<file path="config.mk">
export PLATFORM = sky130hd
export DESIGN_NAME = tblwin_ctrl
export DESIGN_NICKNAME = d
export VERILOG_FILES = /design/src/rtl/tblwin_pkg.sv /design/src/rtl/tblwin_fsm.sv /design/src/rtl/tblwin_regs.sv /design/src/rtl/tblwin_rdmux.sv /design/src/rtl/tblwin_ctrl.sv
export SDC_FILE = /design/constraint.sdc
export NUM_CORES = 1
export LEC_CHECK = 0
export BUFFER_PORTS_ARGS = -buffer_cell sky130_fd_sc_hd__buf_4
export CORE_MARGIN = 5
export CORE_UTILIZATION = 46
export CTS_CLUSTER_DIAMETER = 150
export DETAILED_ROUTE_END_ITERATION = 10
export PLACE_DENSITY_LB_ADDON = 0.25
export SYNTH_ARGS = -nofsm -noshare
export SYNTH_HDL_FRONTEND = slang
export SYNTH_HIERARCHICAL = 1
export SYNTH_SLANG_ARGS = --single-unit
</file>
<file path="constraint.sdc">
create_clock -name clk -period 2 [get_ports clk]
set_input_delay 0.3 -clock clk [delete_from_list [all_inputs] [get_ports clk]]
set_output_delay 0.3 -clock clk [all_outputs]
set_load 0.02 [all_outputs]
</file>
<file path="src/rtl/tblwin_pkg.sv">
package tblwin_pkg;
    localparam int TW_DATA_W = 67;
    localparam int TW_NFULL  = TW_DATA_W / 8;
    localparam int TW_TOPW   = TW_DATA_W - 8 * TW_NFULL;

    localparam logic [7:0] OFS_CTL  = 8'h79;
    localparam logic [7:0] OFS_ALO  = 8'h7A;
    localparam logic [7:0] OFS_STAT = 8'h7B;
    localparam logic [7:0] OFS_D0   = 8'h7C;

    typedef enum logic [1:0] {
        ST_IDLE,
        ST_WR_ISSUE,
        ST_RD_ISSUE,
        ST_RD_WAIT
    } tw_state_e;

    typedef struct packed {
        logic       rd;
        logic [1:0] sel;
        logic [1:0] ahi;
    } tw_ctl_t;
endpackage

</file>
<file path="src/rtl/tblwin_fsm.sv">
module tblwin_fsm (
    input  logic clk,
    input  logic rst_n,
    input  logic launch,
    input  logic launch_rd,
    input  logic rvalid,
    output logic issue,
    output logic rd_pend,
    output logic idle
);
    import tblwin_pkg::*;

    tw_state_e state_q, state_d;

    always_ff @(posedge clk or negedge rst_n) begin
        if (!rst_n) state_q <= ST_IDLE;
        else        state_q <= state_d;
    end

    always_comb begin
        state_d = state_q;
        unique case (state_q)
            ST_IDLE:     if (launch) state_d = launch_rd ? ST_RD_ISSUE : ST_WR_ISSUE;
            ST_WR_ISSUE: state_d = ST_IDLE;
            ST_RD_ISSUE: state_d = rvalid ? ST_IDLE : ST_RD_WAIT;
            ST_RD_WAIT:  if (rvalid) state_d = ST_IDLE;
        endcase
    end

    always_comb begin
        issue   = 1'b0;
        rd_pend = 1'b0;
        idle    = 1'b0;
        unique case (state_q)
            ST_IDLE:     idle = 1'b1;
            ST_WR_ISSUE: issue = 1'b1;
            ST_RD_ISSUE: begin issue = 1'b1; rd_pend = 1'b1; end
            ST_RD_WAIT:  rd_pend = 1'b1;
        endcase
    end

    assert_launch_issues_R5: assert property (@(posedge clk) disable iff (!rst_n)
        launch |=> issue);
    assert_issue_single_R5: assert property (@(posedge clk) disable iff (!rst_n)
        issue |=> !issue);
    assert_rvalid_completes_R7: assert property (@(posedge clk) disable iff (!rst_n)
        (rd_pend && rvalid) |=> idle);
endmodule

</file>
<file path="src/rtl/tblwin_regs.sv">
module tblwin_regs
    import tblwin_pkg::*;
#(
    parameter int DATA_W = TW_DATA_W
) (
    input  logic                clk,
    input  logic                rst_n,
    input  logic                host_we,
    input  logic [7:0]          host_addr,
    input  logic [7:0]          host_wdata,
    input  logic                idle,
    input  logic                rd_pend,
    input  logic                tbl_rvalid,
    input  logic [DATA_W-1:0]   tbl_rdata,
    output logic                launch,
    output tw_ctl_t             ctl_q,
    output logic [7:0]          alo_q,
    output logic [DATA_W-1:0]   data_q,
    output logic                status
);
    localparam int NFULL = DATA_W / 8;
    localparam int TOPW  = DATA_W - 8 * NFULL;

    logic load;

    assign launch = host_we && (host_addr == OFS_ALO) && idle;
    assign load   = rd_pend && tbl_rvalid;
    assign status = rd_pend && ctl_q.sel[1];

    always_ff @(posedge clk or negedge rst_n) begin
        if (!rst_n) begin
            ctl_q <= '0;
            alo_q <= '0;
        end else if (host_we && idle) begin
            if (host_addr == OFS_CTL) ctl_q <= host_wdata[4:0];
            if (host_addr == OFS_ALO) alo_q <= host_wdata;
        end
    end

    always_ff @(posedge clk or negedge rst_n) begin
        if (!rst_n) begin
            data_q <= '0;
        end else if (load) begin
            data_q <= tbl_rdata;
        end else if (host_we) begin
            if (host_addr == OFS_STAT) data_q[DATA_W-1 -: TOPW] <= host_wdata[TOPW-1:0];
            for (int j = 0; j < NFULL; j++) begin
                if (host_addr == OFS_D0 + 8'(j))
                    data_q[8*(NFULL-1-j) +: 8] <= host_wdata;
            end
        end
    end

    assert_ctl_locked_R9: assert property (@(posedge clk) disable iff (!rst_n)
        (!idle && host_we && host_addr == OFS_CTL) |=> $stable(ctl_q));
    assert_load_data_R7: assert property (@(posedge clk) disable iff (!rst_n)
        (rd_pend && tbl_rvalid) |=> (data_q == $past(tbl_rdata)));
    assert_stray_valid_R10: assert property (@(posedge clk) disable iff (!rst_n)
        (!rd_pend && !host_we) |=> $stable(data_q));
    assert_busy_clears_R8: assert property (@(posedge clk) disable iff (!rst_n)
        (rd_pend && tbl_rvalid) |=> !status);
endmodule

</file>
<file path="src/rtl/tblwin_rdmux.sv">
module tblwin_rdmux
    import tblwin_pkg::*;
#(
    parameter int DATA_W = TW_DATA_W
) (
    input  logic [7:0]        host_addr,
    input  tw_ctl_t           ctl_q,
    input  logic [7:0]        alo_q,
    input  logic [DATA_W-1:0] data_q,
    input  logic              status,
    output logic [7:0]        host_rdata
);
    localparam int NFULL = DATA_W / 8;
    localparam int TOPW  = DATA_W - 8 * NFULL;

    always_comb begin
        host_rdata = 8'h00;
        if (host_addr == OFS_CTL) host_rdata = {3'b000, ctl_q};
        if (host_addr == OFS_ALO) host_rdata = alo_q;
        if (host_addr == OFS_STAT) begin
            host_rdata[7]        = status;
            host_rdata[TOPW-1:0] = data_q[DATA_W-1 -: TOPW];
        end
        for (int j = 0; j < NFULL; j++) begin
            if (host_addr == OFS_D0 + 8'(j))
                host_rdata = data_q[8*(NFULL-1-j) +: 8];
        end
    end
endmodule

</file>
<file path="src/rtl/tblwin_ctrl.sv">
module tblwin_ctrl (
    input  logic        clk,
    input  logic        rst_n,
    input  logic        host_we,
    input  logic [7:0]  host_addr,
    input  logic [7:0]  host_wdata,
    output logic [7:0]  host_rdata,
    output logic        tbl_req,
    output logic        tbl_rnw,
    output logic [1:0]  tbl_sel,
    output logic [9:0]  tbl_addr,
    output logic [66:0] tbl_wdata,
    input  logic        tbl_rvalid,
    input  logic [66:0] tbl_rdata
);
    import tblwin_pkg::*;

    logic    launch, issue, rd_pend, idle, status;
    tw_ctl_t ctl_q;
    logic [7:0] alo_q;
    logic [TW_DATA_W-1:0] data_q;

    tblwin_fsm u_fsm (
        .clk       (clk),
        .rst_n     (rst_n),
        .launch    (launch),
        .launch_rd (ctl_q.rd),
        .rvalid    (tbl_rvalid),
        .issue     (issue),
        .rd_pend   (rd_pend),
        .idle      (idle)
    );

    tblwin_regs #(.DATA_W(TW_DATA_W)) u_regs (
        .clk        (clk),
        .rst_n      (rst_n),
        .host_we    (host_we),
        .host_addr  (host_addr),
        .host_wdata (host_wdata),
        .idle       (idle),
        .rd_pend    (rd_pend),
        .tbl_rvalid (tbl_rvalid),
        .tbl_rdata  (tbl_rdata),
        .launch     (launch),
        .ctl_q      (ctl_q),
        .alo_q      (alo_q),
        .data_q     (data_q),
        .status     (status)
    );

    tblwin_rdmux #(.DATA_W(TW_DATA_W)) u_rdmux (
        .host_addr  (host_addr),
        .ctl_q      (ctl_q),
        .alo_q      (alo_q),
        .data_q     (data_q),
        .status     (status),
        .host_rdata (host_rdata)
    );

    assign tbl_req   = issue;
    assign tbl_rnw   = ctl_q.rd;
    assign tbl_sel   = ctl_q.sel;
    assign tbl_addr  = {ctl_q.ahi, alo_q};
    assign tbl_wdata = data_q;
endmodule

</file>
==> impl_metrics.prom <==
# TYPE chip_impl_metric gauge
chip_impl_info{name="hold_path.startpoint",value="tbl_rdata[65]"} 1
chip_impl_info{name="synthMostInstantiatedCell",value="mux2_2"} 1
chip_impl_metric{name="power.clock.fraction",unit=""} 0.156
chip_impl_info{name="crit_type",value="register to output pin"} 1
chip_impl_metric{name="cp_slowest_stage_delay",unit="ns"} 0.41
chip_impl_metric{name="power.static_leakage",unit="nW"} 3.66
chip_impl_metric{name="p_sw_frac",unit=""} 0.380
chip_impl_metric{name="fmax",unit="MHz"} 400
chip_impl_info{name="global_route_hottest_layer",value="met2"} 1
chip_impl_metric{name="diodes",unit=""} 0
chip_impl_metric{name="post-place-ws",unit="ns"} -0.310
chip_impl_info{name="worstReg2RegEnd",value="u_regs/data_q[35]"} 1
chip_impl_metric{name="grt_pass1_wl",unit="um"} 27000
chip_impl_metric{name="syn_to_final_growth",unit="%"} 52.0
chip_impl_info{name="cts_tree",value="yes"} 1
chip_impl_metric{name="post-route-drc-count",unit=""} 0
chip_impl_metric{name="gpl.final_weighted_congestion",unit=""} 0.937
chip_impl_metric{name="grt.met1_usage",unit=""} 0.336
chip_impl_metric{name="clk_latency",unit="ns"} 0.36
chip_impl_metric{name="setup_viol_count_final",unit=""} 72
chip_impl_info{name="yosys.area.top_type",value="dfrtp_1"} 1
chip_impl_info{name="rr_startpoint",value="u_fsm/state_q[0]"} 1
chip_impl_metric{name="finalNetCount",unit=""} 723
chip_impl_metric{name="dieHeight",unit="um"} 115
chip_impl_metric{name="antenna_found_initial",unit=""} 0
chip_impl_metric{name="max_cap_violations",unit=""} 0
chip_impl_info{name="worst_setup_path_start_kind",value="register"} 1
chip_impl_metric{name="drt-total-wl",unit="um"} 17700
chip_impl_metric{name="share_of_synthesized_area_occupied_by_flip_flops_and_latches",unit=""} 0.408
chip_impl_metric{name="floorplan.rows",unit=""} 38
chip_impl_metric{name="detailed_place_hpwl",unit="um"} 12500
chip_impl_metric{name="number_of_global_route_vias_before_repair",unit=""} 4872
chip_impl_metric{name="layout_worst_path_cycle_share",unit=""} 1.25
chip_impl_metric{name="start_util",unit=""} 0.466
chip_impl_metric{name="seq_power_share",unit=""} 0.347
chip_impl_metric{name="number_of_vias_after_detailed_routing",unit=""} 4555
chip_impl_metric{name="power_density",unit="mW/mm^2"} 1130
chip_impl_metric{name="max_slew_margin",unit=""} 0.600
chip_impl_metric{name="power_frac_comb",unit=""} 0.497
chip_impl_info{name="synth_commonest_cells",value="mux2_2, dfrtp_1, mux2i_1, a21oi_1, nand2_1"} 1
chip_impl_metric{name="synth.avg_cell_area",unit="sq um"} 12.3
chip_impl_metric{name="clock-sinks",unit=""} 82
chip_impl_metric{name="crit_path_max_fanout",unit=""} 3
chip_impl_metric{name="fp.dieW",unit="um"} 115
chip_impl_info{name="synth_ff_type",value="dfrtp_1"} 1
chip_impl_info{name="end_kind",value="output pin"} 1
chip_impl_info{name="grt_setup_unrepaired",value="yes"} 1
chip_impl_metric{name="clk_transition_reported_paths",unit="ns"} 0.09
chip_impl_metric{name="worst_reg2reg_path_length_in_cells",unit=""} 9
chip_impl_metric{name="top_level_ports",unit=""} 176
chip_impl_metric{name="finClkSkew",unit="ns"} 0.0110
chip_impl_metric{name="antenna_left",unit=""} 0
chip_impl_info{name="status",value="finished, violations left"} 1
chip_impl_metric{name="clockBufferDepth",unit=""} 2
chip_impl_metric{name="post-route-worst-setup-slack",unit="ns"} -0.501
chip_impl_metric{name="route.detailed.vias_per_inst",unit=""} 5.85
chip_impl_metric{name="switchingPower",unit="mW"} 3.28
chip_impl_metric{name="worst-r2r-setup-slack",unit="ns"} -0.25
chip_impl_info{name="yosys-top-cells-area",value="dfrtp_1, mux2_2, mux2i_1"} 1
chip_impl_metric{name="ys_seq_elements",unit=""} 82
chip_impl_info{name="hold_end",value="u_regs/data_q[65]"} 1
chip_impl_metric{name="coreArea",unit="sq mm"} 0.0108
chip_impl_metric{name="yosysTopAreaCellShare",unit=""} 0.408
chip_impl_metric{name="maximum_number_of_pins_on_one_net_before_global_route_repair",unit=""} 53
chip_impl_metric{name="port_buffers",unit=""} 175
chip_impl_metric{name="placed_area",unit="sq mm"} 0.00688
chip_impl_metric{name="cts_inserted_buffers",unit=""} 9
chip_impl_metric{name="post_synth_inst_count",unit=""} 408
chip_impl_metric{name="synth_enable_flop_cells",unit=""} 0
chip_impl_metric{name="ys_async_sr_fraction",unit=""} 1.00
chip_impl_info{name="clock-root-buffer",value="clkbuf_8"} 1
chip_impl_info{name="cpMaxStageDelayCell",value="dfrtp_1"} 1
chip_impl_metric{name="fin_util",unit=""} 0.708
chip_impl_metric{name="slew_violations",unit=""} 0
chip_impl_metric{name="grt_util_all_layers",unit=""} 0.268
chip_impl_metric{name="drtIter0Drc",unit=""} 277
chip_impl_metric{name="use_met3",unit=""} 0.0613
chip_impl_metric{name="wp_data_required",unit="ns"} 1.70
chip_impl_metric{name="hold_path_depth",unit=""} 3
chip_impl_metric{name="die-area",unit="sq mm"} 0.0131
chip_impl_metric{name="min_period",unit="ns"} 2.50
chip_impl_metric{name="synth.cell_area",unit="sq mm"} 0.00503
chip_impl_info{name="failing_checks",value="setup timing"} 1
chip_impl_metric{name="drt-pass1-iter-count",unit=""} 5
chip_impl_info{name="chain_of_cells_forming_the_critical_path",value="inv_2 > ha_4 > or2_4 > and2_1 > mux2_4 > a31oi_1 > o22a_1 > o22ai_4 > buf_6"} 1
chip_impl_metric{name="proportion_of_layout_cells_with_a_drive_suffix_above_1",unit=""} 0.685
chip_impl_metric{name="max_slew.worst_pin.slew",unit="ns"} 0.599
chip_impl_metric{name="irDropWorstVdd",unit="mV"} 0.770
chip_impl_metric{name="synth_cell_types",unit=""} 58
chip_impl_metric{name="design_area",unit="sq mm"} 0.00764
chip_impl_metric{name="internal-power",unit="mW"} 5.35
chip_impl_metric{name="wl_per_cell",unit="um"} 22.8
chip_impl_metric{name="synth_fp_nets",unit=""} 498
chip_impl_info{name="min_path_type",value="primary input to register"} 1
chip_impl_metric{name="finalHoldViolations",unit=""} 0
chip_impl_metric{name="yosys_warnings",unit=""} 6
chip_impl_metric{name="htree_num_levels",unit=""} 3
chip_impl_metric{name="worstPathArrival",unit="ns"} 2.20
chip_impl_metric{name="globalRouteMet2Util",unit=""} 0.464
chip_impl_metric{name="grt_overflow",unit=""} 0
## state kept, by name, summed over array words and instances, names as in the netlist
name	cells
u_fsm/state_q	2
u_regs/ctl_q	5
u_regs/alo_q	8
u_regs/data_q	67
## cells by family after synthesis
logic type	share of synthesized area
AND/OR/NAND/NOR	0.0958
multiplexers	0.344
adder cells (fa/ha/maj)	0.00747
flip-flops	0.408
buffers and inverters	0.0425
AO/OA/AOI/OAI	0.102
## cell type report
| cell class | count | area, sq um |
|---|---|---|
| Tap cell | 140 | 175 |
| Fill cell | 771 | 3150 |
| Clock inverter | 4 | 75.1 |
| Sequential cell | 82 | 2050 |
| Clock buffer | 12 | 145 |
| Inverter | 6 | 22.5 |
| Timing Repair Buffer | 246 | 2180 |
| Multi-Input combinational cell | 288 | 3000 |
## cell usage in the layout (no fill, tap or decap), drive strengths merged, types with 4 or more instances in the layout
cell,instances
nand4,9
mux2,133
inv,6
a221o,8
nand3,4
mux2i,14
nand2,12
and4,5
dfrtp,82
o21ai,8
a21oi,12
o31ai,4
buf,243
and3,8
nor2,9
clkbuf,12
mux4,4
and2,4
## power groups by stage
stage	Sequential [mW]	Clock (mW)	Combinational [mW]
final	2.99	1.35	4.29
after global routing	3.08	1.44	4.52
after CTS	2.97	1.38	4.26
after detailed placement	3.00	0	4.10
after global placement	2.97	0	4.02
after floorplan	3.63	0	1.57
## worst max-delay path, delay by kind of cell, from the launching register on
| family | cells | cell delay (ns) |
|---|---|---|
| adder cells (fa/ha/maj) | 1 | 0.16 |
| multiplexers | 1 | 0.26 |
| AO/OA/AOI/OAI | 3 | 0.43 |
| flip-flops | 1 | 0.41 |
| AND/OR/NAND/NOR | 2 | 0.36 |
| buffers and inverters | 2 | 0.23 |
## layer usage
layer | routed length, um | share of wire
met1 | 7120 | 0.40
met2 | 9090 | 0.51
met3 | 1190 | 0.067
met4 | 320 | 0.018
met5 | 0 | 0
## repair_timing
item                                   4_1_cts  5_1_grt
setup endpoints to repair                   72       72
hold buffers                                 1        0
setup buffers                                9        2
endpoints found under the hold margin       30        0
gates cloned                                 5        0
gates resized for setup                     46       12
pin swaps                                   14       10
## per-stage QoR
step / cells / hold WS [ns] / total power, mW / TNS, ns
floorplan: 408 / 0.00441 / 5.20 / -0.0458
global placement: 745 / 0.259 / 6.99 / -5.13
detailed placement: 745 / 0.263 / 7.10 / -9.59
CTS: 776 / 0.188 / 8.61 / -9.73
global route: 778 / 0.202 / 9.04 / -16.23
finish: 778 / 0.202 / 8.62 / -11.71
## worst max path at each step
stage	startpoint	endpoint	slack (ns)	depth (start not counted)
floorplan	u_fsm/state_q[0]	host_rdata[7]	-0.05	9
CTS	u_fsm/state_q[1]	host_rdata[7]	-0.52	8
global route	u_fsm/state_q[0]	host_rdata[7]	-0.58	9
finish	u_fsm/state_q[0]	host_rdata[7]	-0.50	9
detailed placement	host_addr[5]	host_rdata[4]	-0.31	8
global placement	host_addr[5]	host_rdata[4]	-0.28	8
No activity file was read; power rests on OpenSTA's default activity.
